## config.mk

```make
export PLATFORM = sky130hd
export DESIGN_NAME = bmdma_regwin
export DESIGN_NICKNAME = d
export VERILOG_FILES = /design/src/rtl/bmdma_pkg.sv /design/src/rtl/bmdma_decode.sv /design/src/rtl/bmdma_chan.sv /design/src/rtl/bmdma_rdmux.sv /design/src/rtl/bmdma_regwin.sv
export SDC_FILE = /design/constraint.sdc
export NUM_CORES = 1
export LEC_CHECK = 0
export ABC_CLOCK_PERIOD_IN_PS = 4300
export CORE_ASPECT_RATIO = 0.6
export CORE_MARGIN = 2
export CORE_UTILIZATION = 35
export CTS_CLUSTER_SIZE = 16
export DETAILED_ROUTE_END_ITERATION = 8
export HOLD_SLACK_MARGIN = 0.03
export PLACE_DENSITY = 0.7
export SLEW_MARGIN = 10
export SYNTH_ARGS = -nofsm -noshare
export SYNTH_HDL_FRONTEND = slang
export SYNTH_SLANG_ARGS = --single-unit
```

## constraint.sdc

```tcl
create_clock -name clk -period 4.3 [get_ports clk]
set_clock_uncertainty 0.2 [all_clocks]
set_input_delay 0.43 -clock clk [delete_from_list [all_inputs] [get_ports clk]]
set_output_delay 0.43 -clock clk [all_outputs]
set_load 0.005 [all_outputs]
```

## src/rtl/bmdma_pkg.sv

```systemverilog
// Package: shared constants and types for the bus-master DMA register window.
// Assumes byte-lane little-endian data and a channel slice of 8 bytes.
package bmdma_pkg;

    localparam int SLICE_BITS = 3;

    // Access size codes on the host bus
    localparam logic [1:0] SZ_BYTE = 2'd0;
    localparam logic [1:0] SZ_HALF = 2'd1;

    // Register offsets inside a channel slice
    localparam logic [1:0] OFF_CMD  = 2'd0;
    localparam logic [1:0] OFF_STAT = 2'd2;

    // Command bit positions
    localparam int CMD_RUN = 0;
    localparam int CMD_DIR = 3;

    // Status bit positions
    localparam int ST_BUSY = 0;
    localparam int ST_ERR  = 1;
    localparam int ST_IRQ  = 2;
    localparam int ST_CAPA = 5;
    localparam int ST_CAPB = 6;

    // Per-channel write controls produced by the decoder
    typedef struct packed {
        logic       cmd_we;
        logic       stat_we;
        logic [3:0] desc_we;
    } chan_wr_t;

endpackage

```

## src/rtl/bmdma_decode.sv

```systemverilog
// Module: write decoder. Turns one host write into per-channel enables.
// Command and status take byte-wide writes only, and offsets 1 and 3 take none.
// The descriptor half takes byte lanes that are shifted to the register position.
// Assumes ADDR_W = log2(NUM_CH) + 3.
module bmdma_decode
    import bmdma_pkg::*;
#(
    parameter int NUM_CH = 2,
    parameter int ADDR_W = 4
) (
    input  logic [ADDR_W-1:0]        addr,
    input  logic                     wr,
    input  logic [1:0]               size,
    input  logic [31:0]              wdata,
    output chan_wr_t [NUM_CH-1:0]    wr_ctl,
    output logic [31:0]              desc_wdata
);

    localparam int CH_W = ADDR_W - SLICE_BITS;

    logic [CH_W-1:0] ch;
    logic [2:0]      off;
    logic [3:0]      size_mask;
    logic [3:0]      lane_mask;
    logic            byte_acc;

    // Split the address and build the lane mask for the descriptor half
    always_comb begin
        ch        = addr[ADDR_W-1:SLICE_BITS];
        off       = addr[SLICE_BITS-1:0];
        byte_acc  = (size == SZ_BYTE);
        case (size)
            SZ_BYTE: size_mask = 4'b0001;
            SZ_HALF: size_mask = 4'b0011;
            default: size_mask = 4'b1111;
        endcase
        lane_mask  = size_mask << off[1:0];
        desc_wdata = wdata << {off[1:0], 3'b000};
    end

    for (genvar c = 0; c < NUM_CH; c++) begin : g_ch
        logic hit;
        // Channel select for this write
        assign hit = wr && (ch == CH_W'(c));
        assign wr_ctl[c].cmd_we  = hit && !off[2] && byte_acc && (off[1:0] == OFF_CMD);
        assign wr_ctl[c].stat_we = hit && !off[2] && byte_acc && (off[1:0] == OFF_STAT);
        assign wr_ctl[c].desc_we = (hit && off[2]) ? lane_mask : 4'b0000;
    end

endmodule

```

## src/rtl/bmdma_chan.sv

```systemverilog
// Module: register state of one DMA channel: command, status and descriptor base.
// Assumes write enables arrive already decoded and the event inputs are one-cycle pulses.
// An event takes priority over a clearing write in the same cycle.
module bmdma_chan
    import bmdma_pkg::*;
(
    input  logic        clk,
    input  logic        rst_n,
    input  chan_wr_t    wr_ctl,
    input  logic [7:0]  wbyte,
    input  logic [31:0] desc_wdata,
    input  logic        eng_busy,
    input  logic        eng_err,
    input  logic        eng_irq,
    output logic [7:0]  cmd_q,
    output logic [7:0]  stat_q,
    output logic [31:0] desc_q,
    output logic        run,
    output logic        to_mem,
    output logic        start
);

    logic        run_q, dir_q, start_q;
    logic        err_q, irq_q;
    logic [1:0]  cap_q;
    logic [31:0] desc_r, desc_next;
    logic        wbyte_unused;

    assign wbyte_unused = wbyte[7] ^ wbyte[4];

    // Command register and start strobe on a 0->1 run transition
    always_ff @(posedge clk) begin
        if (!rst_n) begin
            run_q   <= 1'b0;
            dir_q   <= 1'b0;
            start_q <= 1'b0;
        end else begin
            start_q <= wr_ctl.cmd_we && wbyte[CMD_RUN] && !run_q;
            if (wr_ctl.cmd_we) begin
                run_q <= wbyte[CMD_RUN];
                dir_q <= wbyte[CMD_DIR];
            end
        end
    end

    // Status: sticky event bits with write-one-to-clear, capability bits read/write
    always_ff @(posedge clk) begin
        if (!rst_n) begin
            err_q <= 1'b0;
            irq_q <= 1'b0;
            cap_q <= 2'b00;
        end else begin
            err_q <= eng_err || (err_q && !(wr_ctl.stat_we && wbyte[ST_ERR]));
            irq_q <= eng_irq || (irq_q && !(wr_ctl.stat_we && wbyte[ST_IRQ]));
            if (wr_ctl.stat_we) begin
                cap_q <= {wbyte[ST_CAPB], wbyte[ST_CAPA]};
            end
        end
    end

    // Lane merge for the descriptor base, keeping the alignment bits at zero
    always_comb begin
        desc_next = desc_r;
        for (int k = 0; k < 4; k++) begin
            if (wr_ctl.desc_we[k]) begin
                desc_next[8*k +: 8] = desc_wdata[8*k +: 8];
            end
        end
        desc_next[1:0] = 2'b00;
    end

    // Descriptor base register
    always_ff @(posedge clk) begin
        if (!rst_n) begin
            desc_r <= '0;
        end else begin
            desc_r <= desc_next;
        end
    end

    // Assemble readable views and engine-facing outputs
    always_comb begin
        cmd_q           = '0;
        cmd_q[CMD_RUN]  = run_q;
        cmd_q[CMD_DIR]  = dir_q;
        stat_q          = '0;
        stat_q[ST_BUSY] = eng_busy;
        stat_q[ST_ERR]  = err_q;
        stat_q[ST_IRQ]  = irq_q;
        stat_q[ST_CAPA] = cap_q[0];
        stat_q[ST_CAPB] = cap_q[1];
    end

    assign desc_q = desc_r;
    assign run    = run_q;
    assign to_mem = dir_q;
    assign start  = start_q;

endmodule

```

## src/rtl/bmdma_rdmux.sv

```systemverilog
// Module: combinational read path for the register window.
// In the command/status half, a wide access reads all ones across its width,
// and offsets 1 and 3 read 0xFF. The descriptor half reads byte lanes masked to the size.
module bmdma_rdmux
    import bmdma_pkg::*;
#(
    parameter int NUM_CH = 2,
    parameter int ADDR_W = 4
) (
    input  logic [ADDR_W-1:0]             addr,
    input  logic [1:0]                    size,
    input  logic [NUM_CH-1:0][7:0]        cmd_q,
    input  logic [NUM_CH-1:0][7:0]        stat_q,
    input  logic [NUM_CH-1:0][31:0]       desc_q,
    output logic [31:0]                   rdata
);

    localparam int CH_W = ADDR_W - SLICE_BITS;

    logic [CH_W-1:0] ch;
    logic [2:0]      off;
    logic [31:0]     width_mask;
    logic [31:0]     desc_sh;

    // Select the register and shape the data to the access width
    always_comb begin
        ch  = addr[ADDR_W-1:SLICE_BITS];
        off = addr[SLICE_BITS-1:0];
        case (size)
            SZ_BYTE: width_mask = 32'h0000_00FF;
            SZ_HALF: width_mask = 32'h0000_FFFF;
            default: width_mask = 32'hFFFF_FFFF;
        endcase
        desc_sh = desc_q[ch] >> {off[1:0], 3'b000};
        if (off[2]) begin
            rdata = desc_sh & width_mask;
        end else if (size != SZ_BYTE) begin
            rdata = width_mask;
        end else begin
            case (off[1:0])
                OFF_CMD:  rdata = {24'h0, cmd_q[ch]};
                OFF_STAT: rdata = {24'h0, stat_q[ch]};
                default:  rdata = 32'h0000_00FF;
            endcase
        end
    end

endmodule

```

## src/rtl/bmdma_regwin.sv

```systemverilog
// Module: top of the bus-master DMA register window.
// Holds NUM_CH channel slices of 8 bytes each, a write decoder and a read mux.
// Assumes NUM_CH is a power of two and at least 2.
module bmdma_regwin
    import bmdma_pkg::*;
#(
    parameter  int NUM_CH = 2,
    localparam int ADDR_W = $clog2(NUM_CH) + SLICE_BITS
) (
    input  logic                  clk,
    input  logic                  rst_n,
    input  logic [ADDR_W-1:0]     bus_addr,
    input  logic                  bus_wr,
    input  logic [1:0]            bus_size,
    input  logic [31:0]           bus_wdata,
    output logic [31:0]           bus_rdata,
    input  logic [NUM_CH-1:0]     eng_busy,
    input  logic [NUM_CH-1:0]     eng_err,
    input  logic [NUM_CH-1:0]     eng_irq,
    output logic [NUM_CH-1:0]     dma_start,
    output logic [NUM_CH-1:0]     dma_run,
    output logic [NUM_CH-1:0]     dma_to_mem,
    output logic [NUM_CH*32-1:0]  desc_base
);

    chan_wr_t [NUM_CH-1:0]        wr_ctl;
    logic [31:0]                  desc_wdata;
    logic [NUM_CH-1:0][7:0]       ch_cmd;
    logic [NUM_CH-1:0][7:0]       ch_stat;
    logic [NUM_CH-1:0][31:0]      ch_desc;

    bmdma_decode #(.NUM_CH(NUM_CH), .ADDR_W(ADDR_W)) u_decode (
        .addr       (bus_addr),
        .wr         (bus_wr),
        .size       (bus_size),
        .wdata      (bus_wdata),
        .wr_ctl     (wr_ctl),
        .desc_wdata (desc_wdata)
    );

    for (genvar c = 0; c < NUM_CH; c++) begin : g_chan
        bmdma_chan u_chan (
            .clk        (clk),
            .rst_n      (rst_n),
            .wr_ctl     (wr_ctl[c]),
            .wbyte      (bus_wdata[7:0]),
            .desc_wdata (desc_wdata),
            .eng_busy   (eng_busy[c]),
            .eng_err    (eng_err[c]),
            .eng_irq    (eng_irq[c]),
            .cmd_q      (ch_cmd[c]),
            .stat_q     (ch_stat[c]),
            .desc_q     (ch_desc[c]),
            .run        (dma_run[c]),
            .to_mem     (dma_to_mem[c]),
            .start      (dma_start[c])
        );
        assign desc_base[c*32 +: 32] = ch_desc[c];
    end

    bmdma_rdmux #(.NUM_CH(NUM_CH), .ADDR_W(ADDR_W)) u_rdmux (
        .addr   (bus_addr),
        .size   (bus_size),
        .cmd_q  (ch_cmd),
        .stat_q (ch_stat),
        .desc_q (ch_desc),
        .rdata  (bus_rdata)
    );

endmodule

```

# Word level (Yosys, flattened, before mapping)
# Cells that the tools add are included.
# word_totals
output_inout_bits	102
elab_cells	81
ff_bits	78
input_bits	47
# op_classes
n_lt_le_gt_ge	1
muxes	13
shifts	3
n_reduce_logical	38
eq_ne	2
n_bitwise	2
# op_table
operator	count
two-way mux 32 bit	4
case mux 32 bit (2 select lines)	1
bitwise AND 32 bit	1
<< shifter 32 x 5 -> 32 bit	1
right shift 32 x 5 -> 32 bit	1
logical AND 1 bit	24
two-way mux 8 bit	2
case mux 8 bit (2 select lines)	1
two-way mux 4 bit	3
case mux 4 bit (2 select lines)	1
zero test 1 bit	7
two-way mux 7 bit	1
zero test 2 bit	2
logical OR 1 bit	4
<< shifter 4 x 2 -> 4 bit	1
equality test 2 x 1 -> 1 bit, second input constant	1
equality test 2 bit, second input constant	1
< comparator 1 x 2 -> 1 bit, second input constant	1
nonzero test 2 bit	1
NOT 1 bit	1

# Logic depth before layout (Yosys ltp)
# Gate-level depths: netlist (run 1).
# depth
word_depth	9
ltp_mapped	7
mapped_depth_nobuf	4

# Modules after synthesis
# A second synthesis (run 1) with hierarchy kept.
# hier_totals
cells_unflattened	512
hier_area_um2	5061.1
# by_module_without_submodules
module	area_per_inst_um2	cells_per_inst	n_inst
bmdma_chan	1510.2	136	2
bmdma_rdmux	1382.6	153	1
bmdma_decode	658.1	87	1

# Worst setup path after synthesis (run 1)
# No wires, ideal clock.
# synth_timing
kind	input-to-output
start	input bus_addr[0]
end	output bus_rdata[2]
arrival_time_ps	1522
setup_slack_ps	2148
path_stages	6
n_path_buf	2
path_cell_list	buf_4 > buf_6 > mux4_2 > a2bb2oi_1 > nand3_1 > o211ai_1
# synth_via
elab_chain_len	4
# synth_rtl
element	line_no	text
from (decl)	bmdma_regwin.sv:12	input logic [ADDR_W-1:0] bus_addr,
parallel branches: the longest is 3 deep, another holds right shift 32 x 5 -> 32 bit	-	
two-way mux 32 bit (*)	bmdma_rdmux.sv:35	if (off[2]) begin
to (decl)	bmdma_regwin.sv:16	output logic [31:0] bus_rdata,
# Every way passes the cells marked *.

# Worst setup path in the final report (run 1)
# layout_timing
start	input bus_size[1]
end	output bus_rdata[30]
# layout_via
elab_chain_len	4
# layout_rtl
element	line_no	text
from (decl)	bmdma_regwin.sv:14	input logic [1:0] bus_size,
equality test 2 x 1 -> 1 bit / zero test 2 bit (equally long branches)	bmdma_rdmux.sv:29	case (size)
case mux 32 bit (2 select lines)	bmdma_rdmux.sv:29	
two-way mux 32 bit / bitwise AND 32 bit (equally long branches)	bmdma_rdmux.sv:37, bmdma_rdmux.sv:36	
two-way mux 32 bit (*)	bmdma_rdmux.sv:35	
# Every way passes the cells marked *; elsewhere a longest branch is shown, timed or not.

==> metrics, run 1 <==
register share of total power 0.392; most common cell after layout, fill and taps aside clkdlybuf4s50_1; headroom to the max-slew limit 0.399; Clock Tree Buf Depth 2; Die Wd 156 um; status complete, no violations; share of cells above drive strength 1 0.118; Root Driver clkbuf_16; leakage 2.95 nW; vias 4521; clock sink count 74; Max Cap Violations 0; I/O Buffers 144; final hold viol count 0; # diodes 0; clk slew on worst S/H paths 0.06 ns; Logic pwr share 0.201; Net Sw Power 502 uW; fin area 0.00659 sq mm; DIE HEIGHT 95.3 um; antenna viol nets, final 0; Initial DRC Count 240; Final period util 0.820; Placement Cell Area 0.00629 sq mm; total track usage 0.236; VDD IR-drop max 0.000163 V; total iterations of the first detailed-routing run 5; WS Path Type input pin to output pin; post-cts hold buffer count 0; Cell Pwr Density 283 mW/mm^2; peak fanout along the critical path 10; final max-slew violation count 0; Yosys cell types 45; Worst Setup End Kind output pin; clock latency on the worst-skew pair 0.34 ns; synthesized flop and latch total 74; most frequent cells in the layout 140 x clkdlybuf4s50_1, 89 x mux2i_1, 74 x dfxtp_1; vias in the first global route 4653; Residual DRC 0; CTS resizes 0; hold crit path type flip-flop to flip-flop; Net Sw Frac 0.269; total power draw 1.87 mW; critical path, cell by cell clkdlybuf4s50_1 -> nand2b_1 -> nand2b_1 -> o21ai_0 -> clkdlybuf4s50_1; P&R area growth vs syn 35.5%; vias per cell 5.76; minimum clock period after layout 3.52 ns; sum of negative setup slack 0 ns; largest net degree at the start of global routing 47; Clk pwr share 0.406; number of synthesized flops with an enable pin 0; drt total wl 17.1 mm; Post-CTS Setup Bufs 0; RSZ-0062 raised after global routing false; die area 0.0149 sq mm; final setup violation count 0; Synth Area per Inst 9.98 sq um; Mapped Cells 487; starting density of the core 0.357; sequential area share after synthesis 0.305; Post-synth top flop dfxtp_1; worst slew pin tran 0.902 ns; Data arrival, critical path 2.89 ns; Post-DP HPWL 12.4 mm; final worst slack 0.776 ns; number of top-level pins 149; routability congestion estimate 0.872; H-tree depth 3; Setup crit start kind input pin; ys async rst share 0; max incr delay on CP 0.74 ns; Peak Freq 284 MHz; CTS buffer count 9; P_int 1.36 mW; Final #Nets 653; CP max stage cell clkdlybuf4s50_1; Place WS 0.789 ns; Synth Cell Area 0.00486 sq mm; worst hold slack 0.280 ns; Synth Warn # 0; core area 0.0136 sq mm; GR Overflow Total 0; CTS tree yes; initial antenna violation count 0; Wirelength per Cell 21.7 um; first-pass GRT wire length 26.5 mm; Worst Path Required 3.67 ns; Rows 33
-- layout make-up --
cell class | count | area (sq um)
clock buffer | 10 | 239
clock inverter | 5 | 55.1
fill | 1293 | 7040
inverter | 14 | 52.6
multi-input combinational | 351 | 3000
sequential | 74 | 1480
tap | 175 | 219
timing repair buffer | 156 | 1540
-- synth_stat cells (3+ instances only) --
library cell / instances / share of area
mux2i_1: 89 / 0.18
dfxtp_1: 74 / 0.30
nand2_1: 49 / 0.038
o211a_1: 32 / 0.066
nor2b_1: 30 / 0.039
mux4_2: 24 / 0.11
buf_4: 21 / 0.032
o21ai_0: 20 / 0.021
nand3_1: 18 / 0.019
buf_2: 14 / 0.014
inv_1: 13 / 0.010
a2bb2oi_1: 11 / 0.020
clkbuf_1: 11 / 0.0085
a21oi_1: 10 / 0.010
a21boi_0: 8 / 0.012
mux2_2: 6 / 0.014
a31oi_1: 5 / 0.0064
nand2b_1: 5 / 0.0064
nor2_1: 5 / 0.0039
a22oi_1: 4 / 0.0062
buf_6: 4 / 0.0093
nor3_2: 3 / 0.0062
o211ai_1: 3 / 0.0046
-- sequential cells by signal (all words and copies together) (netlist names) --
signal / count
g_chan.u_chan.cap_q: 4
g_chan.u_chan.run: 2
g_chan.u_chan.desc_q: 60
g_chan.u_chan.err_q: 2
g_chan.u_chan.irq_q: 2
g_chan.u_chan.to_mem: 2
g_chan.u_chan.start: 2
-- worst max-delay path, delay by kind of cell --
kind	cells	cell delay, ns
buf+inv	2	1.27
simple gates	2	0.91
compound gates	1	0.28
-- logic make-up after synthesis --
logic type / after synthesis / synth area share
DFF: 74 / 0.305
buffers and inverters: 65 / 0.0795
and+or+nand+nor: 127 / 0.138
muxes: 119 / 0.308
other: 1 / 0.000771
AOI/OAI and AO/OA: 101 / 0.169
-- routing by layer --
layer / vias up / global-route usage / part of all wire
li1: 2019 / - / -
met1: 2230 / 0.316 / 0.44
met2: 240 / 0.369 / 0.44
met3: 32 / 0.0700 / 0.096
met4: 0 / 0.0757 / 0.020
met5: - / 0 / 0
-- path summary, 6_finish.rpt --
kind,endpoint,cells after the start,from,slack [ns]
max,bus_rdata[30],5,bus_size[1],0.78
max reg2reg,g_chan[0].u_chan.desc_q[28],2,g_chan[0].u_chan.desc_q[28],3.36
min,g_chan[1].u_chan.cap_q[1],2,g_chan[1].u_chan.cap_q[1],0.28
min reg2reg,g_chan[1].u_chan.cap_q[1],2,g_chan[1].u_chan.cap_q[1],0.28
-- power by group through the flow --
stage	logic, mW	registers (mW)	clock network, mW
after floorplan	0.205	0.739	0
after global placement	0.368	0.745	0
after detailed placement	0.373	0.746	0
after CTS	0.375	0.732	0.767
after global routing	0.403	0.735	0.798
final	0.376	0.732	0.759
-- per-stage QoR --
stage               std cells   util
floorplan                 490      -
global placement          770  0.462
detailed placement        770  0.462
CTS                       785  0.483
global route              785  0.483
finish                    785  0.483
No activity file was read; power rests on OpenSTA's default activity.
==> run 2, diff against run 1 <==
Settings changed: ABC_CLOCK_PERIOD_IN_PS 4300 to 3600.
Clock period 4.3 ns to 3.6 ns, I/O delays scaled along.
==> metrics, run 2 (same netlist as run 1, synthesis figures left out) <==
total track usage 0.239; VDD IR-drop max 0.000201 V; Clock Tree Buf Depth 2; most frequent cells in the layout 140 x clkdlybuf4s50_1, 89 x mux2i_1, 74 x dfxtp_1; final setup violation count 0; sum of negative setup slack 0 ns; clk slew on worst S/H paths 0.06 ns; vias in the first global route 4461; Final period util 0.867; status complete, no violations; register share of total power 0.390; headroom to the max-slew limit 0.385; share of cells above drive strength 1 0.131; Net Sw Frac 0.279; Wirelength per Cell 22.0 um; Rows 33; leakage 2.98 nW; RSZ-0062 raised after global routing false; fin area 0.00664 sq mm; Cell Pwr Density 339 mW/mm^2; Net Sw Power 626 uW; core area 0.0136 sq mm; DIE HEIGHT 95.3 um; WP buf/inv 2; die area 0.0149 sq mm; Post-DP HPWL 12.7 mm; most common cell after layout, fill and taps aside clkdlybuf4s50_1; largest net degree at the start of global routing 49; H-tree depth 3; Data arrival, critical path 2.56 ns; Placement Cell Area 0.00634 sq mm; I/O Buffers 144; Die Wd 156 um; peak fanout along the critical path 24; Residual DRC 0; routability congestion estimate 0.869; number of top-level pins 149; final max-slew violation count 0; # diodes 0; Peak Freq 320 MHz; initial antenna violation count 0; vias 4530; Non-Filler Instances 794; CP max stage cell and2b_1; critical path, cell by cell buf_2 -> and2b_1 -> nand2_1 -> a32oi_1 -> clkdlybuf4s50_1; clock sink count 74; GR Overflow Total 0; Final #Nets 661; Worst Path Required 3.04 ns; Worst Setup End Kind output pin; final hold viol count 0; hold crit path type flip-flop to flip-flop; P&R area growth vs syn 36.5%; Inst Count DP 778; CTS buffer count 9; CTS tree yes; minimum clock period after layout 3.12 ns; WS Path Type input pin to output pin; Layout fillers 1269; Logic pwr share 0.203; clock latency on the worst-skew pair 0.34 ns; Setup crit start kind input pin; starting density of the core 0.357; Root Driver clkbuf_16; drt total wl 17.5 mm; area of the multi-input gates 0.00300 sq mm; Post-CTS Setup Bufs 0; total iterations of the first detailed-routing run 4; Clk pwr share 0.407; post-cts hold buffer count 0; Top delay family on crit path buffers and inverters; Sequential Area 0.00148 sq mm; max reg flops 60; Initial DRC Count 315; Max Cap Violations 0; first-pass GRT wire length 26.7 mm; CTS resizes 0; P_int 1.62 mW; antenna viol nets, final 0; vias per cell 5.71; total power draw 2.25 mW; max incr delay on CP 0.70 ns; worst slew pin tran 0.923 ns
run 2: final cells by class:
class                   count  area share
clock buffers               9      0.0339
clock inverters             7      0.0106
inverters                  14     0.00792
multi-input cells         351       0.453
flip-flops and latches     74       0.223
well taps                 175      0.0330
repair buffers            164       0.239
run 2: per-layer routing:
metal,vias to the layer above,wire (um),global-route usage
met2,237,7440,0.362
met1,2229,8170,0.336
met3,23,1520,0.0645
met5,-,0,0
met4,0,354,0.0688
li1,2041,-,-
run 2: worst paths after layout:
path	to	slack (ns)	cells past startpoint	startpoint
worst max-delay path	bus_rdata[0]	0.48	5	bus_addr[0]
worst min-delay path	g_chan[1].u_chan.cap_q[0]	0.29	2	g_chan[1].u_chan.cap_q[0]
worst max register to register	g_chan[0].u_chan.desc_q[26]	2.60	2	g_chan[0].u_chan.desc_q[26]
worst min register to register	g_chan[1].u_chan.cap_q[0]	0.29	2	g_chan[1].u_chan.cap_q[0]
run 2: metrics by stage:
step / util / hold slack [ns] / worst slack (ns)
CTS: 0.487 / 0.289 / 0.539
floorplan: - / 0.236 / 1.59
global route: 0.487 / 0.315 / 0.284
finish: 0.487 / 0.289 / 0.478
detailed placement: 0.465 / 0.274 / 0.558
global placement: 0.465 / 0.265 / 0.548
run 2: power groups by stage:
stage          combinational, mW  clock (mW)  sequential (mW)
2_1_floorplan              0.245           0            0.883
4_1_cts                    0.454       0.924            0.875
5_1_grt                    0.487       0.954            0.879
6_report                   0.456       0.914            0.876
3_3_place_gp               0.445           0            0.891
3_5_place_dp               0.452           0            0.892
run 2: worst reg2reg max path: stages, from the launching register on:
cell and delay, ns:
dfxtp_1 0.48, mux2i_1 0.13, nor2b_1 0.12
==> run 3, diff against run 2 <==
Settings changed: ABC_CLOCK_PERIOD_IN_PS 3600 to 3550.
Clock period 3.6 ns to 3.55 ns, I/O delays scaled along.
==> metrics, run 3 (same netlist as run 1, synthesis figures left out) <==
CP max stage cell nand2b_1; worst slew pin tran 0.933 ns; most common cell after layout, fill and taps aside clkdlybuf4s50_1; Hold Startpoint g_chan[0].u_chan.desc_q[3]; Final period util 0.843; CP most frequent cell clkdlybuf4s50_1; Rows 33; reg2reg start g_chan[1].u_chan.desc_q[26]; Clock Tree Buf Depth 2; peak fanout along the critical path 16; total iterations of the first detailed-routing run 5; clk slew on worst S/H paths 0.06 ns; total track usage 0.241; RSZ-0062 raised after global routing false; Max Cap Violations 0; end of the worst hold path g_chan[0].u_chan.desc_q[3]; sum of negative setup slack 0 ns; initial antenna violation count 1; final setup violation count 0; critical path, cell by cell clkdlybuf4s50_1 -> nand2b_1 -> o21ai_0 -> clkdlybuf4s50_1; first-pass GRT wire length 26.7 mm; share of cells above drive strength 1 0.122; core area 0.0136 sq mm; Post-CTS Setup Bufs 0; Finished Core Util 0.489; Data arrival, critical path 2.44 ns; Residual DRC 0; most frequent cells in the layout 140 x clkdlybuf4s50_1, 89 x mux2i_1, 74 x dfxtp_1; H-tree depth 3; post-cts hold buffer count 0; Cell Pwr Density 361 mW/mm^2; headroom to the max-slew limit 0.376; clock sink count 74; CTS resizes 0; leakage 2.99 nW; # diodes 0; Register-to-Register Path Depth 2; Root Driver clkbuf_16; max incr delay on CP 0.63 ns; max reg flops 60; die area 0.0149 sq mm; Worst Setup End Kind output pin; final hold viol count 0; total power draw 2.41 mW; starting density of the core 0.357; status complete, no violations; routability congestion estimate 0.879; Worst R2R End g_chan[1].u_chan.desc_q[26]; P&R area growth vs syn 37.1%; Final #Nets 656; drt total wl 17.6 mm; Non-Filler Instances 789; vias 4497; CTS buffer count 9; CTS tree yes; Initial DRC Count 279; hold crit path type flip-flop to flip-flop; Inst Count DP 773; Wirelength per Cell 22.3 um; vias in the first global route 4501; vias per cell 5.70; I/O Buffers 144; GR Overflow Total 0; WS Path Type input pin to output pin; antenna viol nets, final 0; largest net degree at the start of global routing 49; final max-slew violation count 0; VDD IR-drop max 0.000203 V; Reg2Reg Setup Slack 2.56 ns; Hold Crit Depth 2; Die Wd 156 um; number of top-level pins 149; DIE HEIGHT 95.3 um; Worst Path Required 2.99 ns; Peak Freq 334 MHz; Setup crit start kind input pin; minimum clock period after layout 2.99 ns; Post-DP HPWL 12.7 mm; clock latency on the worst-skew pair 0.34 ns
-- run 3: cell types whose count changed in the layout (fill, tap and decap cells not counted) --
| cell | delta |
|---|---|
| buf_4 | -7 |
| buf_12 | +2 |
| bufinv_16 | +2 |
| clkinv_4 | -2 |
| clkbuf_1 | +1 |
| clkinvlp_4 | -1 |
-- run 3: how the worst max path moves through the flow --
stage          slack [ns]            end  depth (start not counted)   startpoint
3_3_place_gp         0.59  bus_rdata[27]                          4  bus_addr[2]
5_1_grt              0.48  bus_rdata[27]                          4  bus_addr[2]
6_report             0.56  bus_rdata[27]                          4  bus_addr[2]
3_5_place_dp         0.60  bus_rdata[27]                          4  bus_addr[2]
2_1_floorplan        1.55   bus_rdata[2]                          6  bus_addr[0]
4_1_cts              0.60   bus_rdata[1]                          6  bus_addr[0]
-- run 3: routing by layer --
layer / routed length, um / vias up / global-route usage / part of all wire
li1: - / 2027 / - / -
met1: 8430 / 2230 / 0.348 / 0.48
met2: 7550 / 225 / 0.366 / 0.43
met3: 1470 / 15 / 0.0614 / 0.083
met4: 155 / 0 / 0.0451 / 0.0088
met5: 0 / - / 0 / 0
-- run 3: worst max-delay path, delay by kind of cell --
kind | cells | cell delay [ns]
AO/OA/AOI/OAI | 1 | 0.35
buffers and inverters | 2 | 1.11
AND/OR/NAND/NOR | 1 | 0.63
-- run 3: per-stage QoR --
step / worst slack (ns) / instance area (sq um) / hold WS (ns)
finish: 0.559 / 6660 / 0.302
global route: 0.483 / 6660 / 0.331
detailed placement: 0.603 / 6330 / 0.297
floorplan: 1.55 / 4870 / 0.236
global placement: 0.591 / 6330 / 0.291
CTS: 0.602 / 6660 / 0.305
-- run 3: report_power, final --
group / internal (mW) / switching, mW
logic: 0.244 / 0.220
clock network: 0.683 / 0.371
registers: 0.856 / 0.0332
-- run 3: area by class of cell --
type	instances	area, sq um
Timing Repair Buffer	159	1570
Sequential cell	74	1480
Clock inverter	6	105
Multi-Input combinational cell	351	3000
Inverter	14	52.6
Fill cell	1261	6960
Tap cell	175	219
Clock buffer	10	229
